File: src/rtl/adc_corr_pkg.sv
package adc_corr_pkg;

  // Whole-cycle lag of stage k (zero based): alternate stages work on
  // opposite half cycles, so each pair of stages adds one cycle.
  function automatic int stage_lag(input int k);
    return k / 2;
  endfunction

  // Sum of every stage's half-step shift, in output LSBs.
  function automatic int corr_offset(input int nstg, input int eff, input int cw);
    int s;
    s = 0;
    for (int k = 0; k < nstg; k++) s += (1 << (eff * k));
    return (1 << (cw - 2)) * s;
  endfunction

endpackage

File: src/rtl/adc_skew_line.sv
module adc_skew_line #(
  parameter int W     = 4,
  parameter int DEPTH = 1
) (
  input  logic         clk,
  input  logic         rst,
  input  logic [W-1:0] din,
  output logic [W-1:0] dout
);

  logic [W-1:0] sr [DEPTH];

  always_ff @(posedge clk) begin
    if (rst) begin
      for (int i = 0; i < DEPTH; i++) sr[i] <= '0;
    end else begin
      sr[0] <= din;
      for (int i = 1; i < DEPTH; i++) sr[i] <= sr[i-1];
    end
  end

  assign dout = sr[DEPTH-1];

endmodule

File: src/rtl/adc_code_merge.sv
module adc_code_merge #(
  parameter int NSTG = 4,
  parameter int CW   = 4,
  parameter int EFF  = 3
) (
  input  logic [NSTG*CW-1:0]  codes,
  output logic [NSTG*EFF-1:0] word
);

  localparam int OUTW = NSTG * EFF;
  localparam int SW   = OUTW + CW + 1;
  localparam logic signed [SW-1:0] OFFS_S =
    SW'(adc_corr_pkg::corr_offset(NSTG, EFF, CW));
  localparam logic signed [SW-1:0] MAXS = SW'((1 << OUTW) - 1);

  logic signed [SW-1:0] acc;
  logic signed [SW-1:0] term;

  always_comb begin
    acc  = -OFFS_S;
    term = '0;
    for (int k = 0; k < NSTG; k++) begin
      term         = '0;
      term[CW-1:0] = codes[k*CW +: CW];
      acc          = acc + (term <<< (EFF * k));
    end
    if (acc < 0)         word = '0;
    else if (acc > MAXS) word = '1;
    else                 word = acc[OUTW-1:0];
  end

endmodule

File: src/rtl/adc_out_dbuf.sv
module adc_out_dbuf #(
  parameter int W    = 12,
  parameter int VLEN = 4
) (
  input  logic         clk,
  input  logic         rst,
  input  logic [W-1:0] d,
  output logic [W-1:0] mid,
  output logic [W-1:0] q,
  output logic         vld
);

  logic [VLEN-1:0] vsr;
  logic [1:0]      seen;

  always_ff @(posedge clk) begin
    if (rst) begin
      mid  <= '0;
      q    <= '0;
      vsr  <= '0;
      seen <= '0;
    end else begin
      mid  <= d;
      q    <= mid;
      vsr  <= {vsr[VLEN-2:0], 1'b1};
      if (seen != 2'd2) seen <= seen + 2'd1;
    end
  end

  assign vld = vsr[VLEN-1];

  // two register stages between the merged word and the bus
  a_r5_two_stage: assert property (@(posedge clk) disable iff (rst)
    (seen == 2'd2) |=> (q == $past(d, 2)));

  // once valid, stays valid until reset
  a_r6_valid_holds: assert property (@(posedge clk) disable iff (rst)
    vld |=> vld);

  // reset clears both buffers and the flag
  a_r7_reset_clears: assert property (@(posedge clk)
    rst |=> (q == '0 && mid == '0 && !vld));

endmodule

File: src/rtl/pipe_adc_corrector.sv
module pipe_adc_corrector #(
  parameter int NSTG = 4,
  parameter int CW   = 4,
  parameter int EFF  = 3
) (
  input  logic                 clk,
  input  logic                 rst,
  input  logic [NSTG*CW-1:0]   stage_codes,
  output logic [NSTG*EFF-1:0]  sample_word,
  output logic                 word_valid
);

  localparam int OUTW   = NSTG * EFF;
  localparam int CODEW  = NSTG * CW;
  localparam int MAXLAG = adc_corr_pkg::stage_lag(NSTG - 1);
  localparam int VLEN   = MAXLAG + 3;

  logic [CODEW-1:0] aligned;
  logic [OUTW-1:0]  merged;
  logic [OUTW-1:0]  mid_word;

  // Stage s (0 = first) sits at the top of the bus; early stages wait longer.
  for (genvar s = 0; s < NSTG; s++) begin : g_stage
    localparam int LSB = (NSTG - 1 - s) * CW;
    adc_skew_line #(
      .W     (CW),
      .DEPTH (MAXLAG - adc_corr_pkg::stage_lag(s) + 1)
    ) u_line (
      .clk  (clk),
      .rst  (rst),
      .din  (stage_codes[LSB +: CW]),
      .dout (aligned[LSB +: CW])
    );
  end

  adc_code_merge #(
    .NSTG (NSTG),
    .CW   (CW),
    .EFF  (EFF)
  ) u_merge (
    .codes (aligned),
    .word  (merged)
  );

  adc_out_dbuf #(
    .W    (OUTW),
    .VLEN (VLEN)
  ) u_obuf (
    .clk (clk),
    .rst (rst),
    .d   (merged),
    .mid (mid_word),
    .q   (sample_word),
    .vld (word_valid)
  );

  // all-ones aligned codes overflow and must clamp high
  a_r2_clamp_high: assert property (@(posedge clk) disable iff (rst)
    (aligned == '1) |=> (mid_word == '1));

  // all-zero aligned codes underflow and must clamp low
  a_r3_clamp_low: assert property (@(posedge clk) disable iff (rst)
    (aligned == '0) |=> (mid_word == '0));

endmodule

File: config.mk
export PLATFORM = sky130hd
export DESIGN_NAME = pipe_adc_corrector
export DESIGN_NICKNAME = d
export VERILOG_FILES = /design/src/rtl/adc_corr_pkg.sv /design/src/rtl/adc_skew_line.sv /design/src/rtl/adc_code_merge.sv /design/src/rtl/adc_out_dbuf.sv /design/src/rtl/pipe_adc_corrector.sv
export SDC_FILE = /design/constraint.sdc
export NUM_CORES = 1
export LEC_CHECK = 0
export ABC_AREA = 1
export BUFFER_PORTS_ARGS = -buffer_cell sky130_fd_sc_hd__buf_2
export CORE_ASPECT_RATIO = 0.5
export CORE_UTILIZATION = 55
export DETAILED_ROUTE_END_ITERATION = 6
export PLACE_DENSITY = 0.86
export RECOVER_POWER = 100
export SYNTH_ARGS = -nofsm -noshare
export SYNTH_HDL_FRONTEND = slang
export SYNTH_SLANG_ARGS = --single-unit
File: constraint.sdc
create_clock -name clk -period 2.9 [get_ports clk]
set_clock_uncertainty 0.15 [all_clocks]
set_input_delay 0.58 -clock clk [delete_from_list [all_inputs] [get_ports clk]]
set_output_delay 0.58 -clock clk [all_outputs]
set_load 0.005 [all_outputs]
==> results.py <==
metrics = {
    "global_route": {
        "antenna_found_initial": 0,
        "overflow": 0,
        "track_usage_pct": 18.8,
        "grt_max_degree": 23,
        "grt_pass1_vias": 1469,
        "grt_pass1_wl_mm": 5.84,
    },
    "floorplan": {
        "num_rows": 15,
        "die_w_um": 90.2,
        "fp.dieH_um": 46.1,
        "io_pins": 31,
        "die-area_um2": 4160,
        "coreArea_um2": 3570,
        "start_util_pct": 60.0,
    },
    "clocking": {
        "postCtsSetupBuffers": 0,
        "root_buffer": "clkbuf_8",
        "htree_levels": 2,
        "clock-sinks": 52,
        "ctsLongestPathBuffers": 2,
        "clkLatencyLatePin_ns": 0.31,
        "cts_made_buffers": 5,
        "cts_tree": "yes",
        "hold_buffers": 0,
        "cts.clk_slew.worst_paths_ns": 0.09,
        "ctsResizeCount": 0,
    },
    "cells_and_area": {
        "mostFrequentLayoutCells": "inv_1 (84), dfxtp_1 (52), nor2_1 (51)",
        "area_growth_pct": 12.0,
        "drive_above_1_share_pct": 13.5,
        "num-fill-cells": 316,
        "diodes": 0,
        "layout_commonest_cell": "inv_1",
        "nets": 340,
    },
    "sta": {
        "rsz0062_at_grt": "false",
        "hold_violations": 0,
        "max_slew_margin_pct": 42.6,
        "final-max-slew-violation-count": 0,
        "hold_slack_ns": 0.253,
        "fmax_mhz": 370,
        "layout_min_cycle_time_ns": 2.70,
        "worst_pin_slew_ns": 0.861,
        "finalSetupTns_ns": 0,
        "finalCritPeriodShare_pct": 93.1,
        "setup_viol": 0,
    },
    "drt": {
        "wl_per_cell_um": 9.14,
        "wirelength_mm": 3.30,
        "drt_iter0_drc": 47,
        "drtAntennaViolNets": 0,
        "num_vias": 1593,
        "firstDrtPassIters": 5,
        "drc": 0,
        "vias_per_cell": 4.41,
    },
    "run": {
        "maxCapViolCount": 0,
    },
    "critical_path": {
        "critPathBufInv": 6,
        "crit_cells": 16,
        "cp_slowest_cell": "fa_1",
        "arrival_ns": 2.81,
        "crit_required_ns": 3.01,
        "crit_path_cell_trace": "inv_1 > ha_1 > inv_1 > ha_1 > ha_1 > inv_1 > fa_1 > inv_1 > nand3_2 > nand2_2 > nand2_1 > nand3_2 > nand2_1 > inv_2 > nand2_1 > inv_1",
        "worst_path_most_repeated_cell": "inv_1",
        "start_kind": "flip-flop",
        "crit_family": "adder cells",
        "reg2reg_from": "g_stage[3].u_line.sr[0][2]$_SDFF_PP0_",
        "cpPeakStageDelay_ns": 0.39,
        "crit_start": "g_stage[3].u_line.sr[0][2]$_SDFF_PP0_",
        "critPathMaxFanout": 11,
        "reg2reg_depth": 16,
        "critPathKind": "reg -> reg",
        "endpoint_kind": "flip-flop",
    },
    "placement": {
        "gp_congestion": 0.877,
        "dpl.hpwl_mm": 2.52,
        "port_buffers": 30,
    },
    "power_and_ir_drop": {
        "p_clk_share_pct": 30.7,
        "ir_drop_uv": 231,
        "pwr-share-comb_pct": 11.8,
        "p_sw_share_pct": 25.6,
        "powerDensity_nw_per_um2": 549,
        "p_sw_uw": 337,
        "seqPwrFrac_pct": 57.5,
        "power_leakage_nw": 1.34,
        "p_int_uw": 978,
    },
    "worst_hold_path": {
        "hold_depth": 2,
        "min_path_type": "reg -> reg",
        "min_from": "g_stage[0].u_line.sr[0][1]$_SDFF_PP0_",
    },
    "synth": {
        "yosys_warnings": 0,
        "synth_cell_types": 24,
        "synth.avg_cell_area_um2": 7.76,
        "syn-num-nets": 307,
        "synth-seq-cells": 52,
        "synth-seq-area-share_pct": 48.6,
        "syn_inst": 276,
        "syn_area_um2": 2140,
    },
    "run_status": {
        "status": "finished clean",
    },
}
state kept, by name, summed over array words and instances, names as in the netlist:
register	count
g_stage.u_line.sr	24
u_obuf.mid	12
u_obuf.q	12
u_obuf.vsr	4
per-stage QoR:
step           std cells  setup slack, ns  util [%]  cell area [um2]  power (mW)
6_report             361            0.200      67.3             2400        1.32
5_1_grt              361           0.0301      67.3             2400        1.38
4_1_cts              361            0.220      68.0             2420        1.33
3_5_place_dp         353            0.255      65.5             2330       0.931
3_3_place_gp         353            0.431      65.5             2330       0.925
2_1_floorplan        276            0.570         -             2140       0.890
cell usage after synthesis:
| library cell | instances | area, um2 |
|---|---|---|
| a21oi_1 | 1 | 5.00 |
| a21oi_2 | 1 | 8.76 |
| a21oi_4 | 1 | 16.3 |
| buf_1 | 1 | 3.75 |
| buf_2 | 1 | 5.00 |
| buf_6 | 1 | 11.3 |
| clkbuf_1 | 2 | 7.51 |
| dfxtp_1 | 52 | 1040 |
| fa_1 | 1 | 20.0 |
| ha_1 | 12 | 150 |
| inv_1 | 84 | 315 |
| inv_2 | 2 | 7.51 |
| nand2_1 | 38 | 143 |
| nand2_2 | 2 | 12.5 |
| nand2_4 | 1 | 11.3 |
| nand3_1 | 6 | 30.0 |
| nand3_2 | 2 | 20.0 |
| nand3_4 | 2 | 35.0 |
| nand3b_1 | 1 | 7.51 |
| nand4_1 | 10 | 62.6 |
| nor2_1 | 51 | 191 |
| nor3_2 | 1 | 10.0 |
| xnor2_1 | 1 | 8.76 |
| xor2_1 | 2 | 17.5 |
power by group through the flow:
stage / registers, mW / clock network (mW) / logic (mW)
after global routing: 0.760 / 0.438 / 0.184
after detailed placement: 0.773 / 0 / 0.158
after CTS: 0.756 / 0.416 / 0.160
after global placement: 0.772 / 0 / 0.153
final: 0.756 / 0.404 / 0.155
after floorplan: 0.772 / 0 / 0.118
layout make-up:
type	instances	area (um2)	share of cell area (%)
clock buffer	6	72.6	3.03
clock inverter	2	16.3	0.678
inverter	86	323	13.5
multi-input combinational	133	734	30.6
sequential	52	1040	43.4
tap	51	63.8	2.66
timing repair buffer	31	148	6.16
tightest hold or removal path: cells and delay by family (launching register included):
kind          cells  cell delay (ns)
flops             1             0.30
simple gates      1             0.03
buf+inv           1             0.04
cells by family after synthesis:
group	count (synthesis)	synth area share (%)
flip-flops	52	48.6
XOR/XNOR	3	1.23
AND/OR/NAND/NOR	114	24.4
adder cells (fa/ha/maj)	13	7.95
AO/OA/AOI/OAI	3	1.40
buffers and inverters	91	16.4
worst paths after layout:
kind,end,slack (ns)
hold reg to reg,g_stage[0].u_line.sr[0][5]$_SDFF_PP0_,0.25
setup reg to reg,u_obuf.mid[6]$_SDFF_PP0_,0.20
hold / removal,g_stage[0].u_line.sr[0][5]$_SDFF_PP0_,0.25
setup / recovery,u_obuf.mid[6]$_SDFF_PP0_,0.20
per-layer routing:
layer  global-route usage (%)  wire [um]  vias up
li1                         -          -      853
met2                     34.4       1500       43
met5                        0          0        -
met4                     10.3         65        0
met3                     4.95        169        8
met1                     21.3       1560      689
Note: power is estimated with default switching activity, not from simulation.
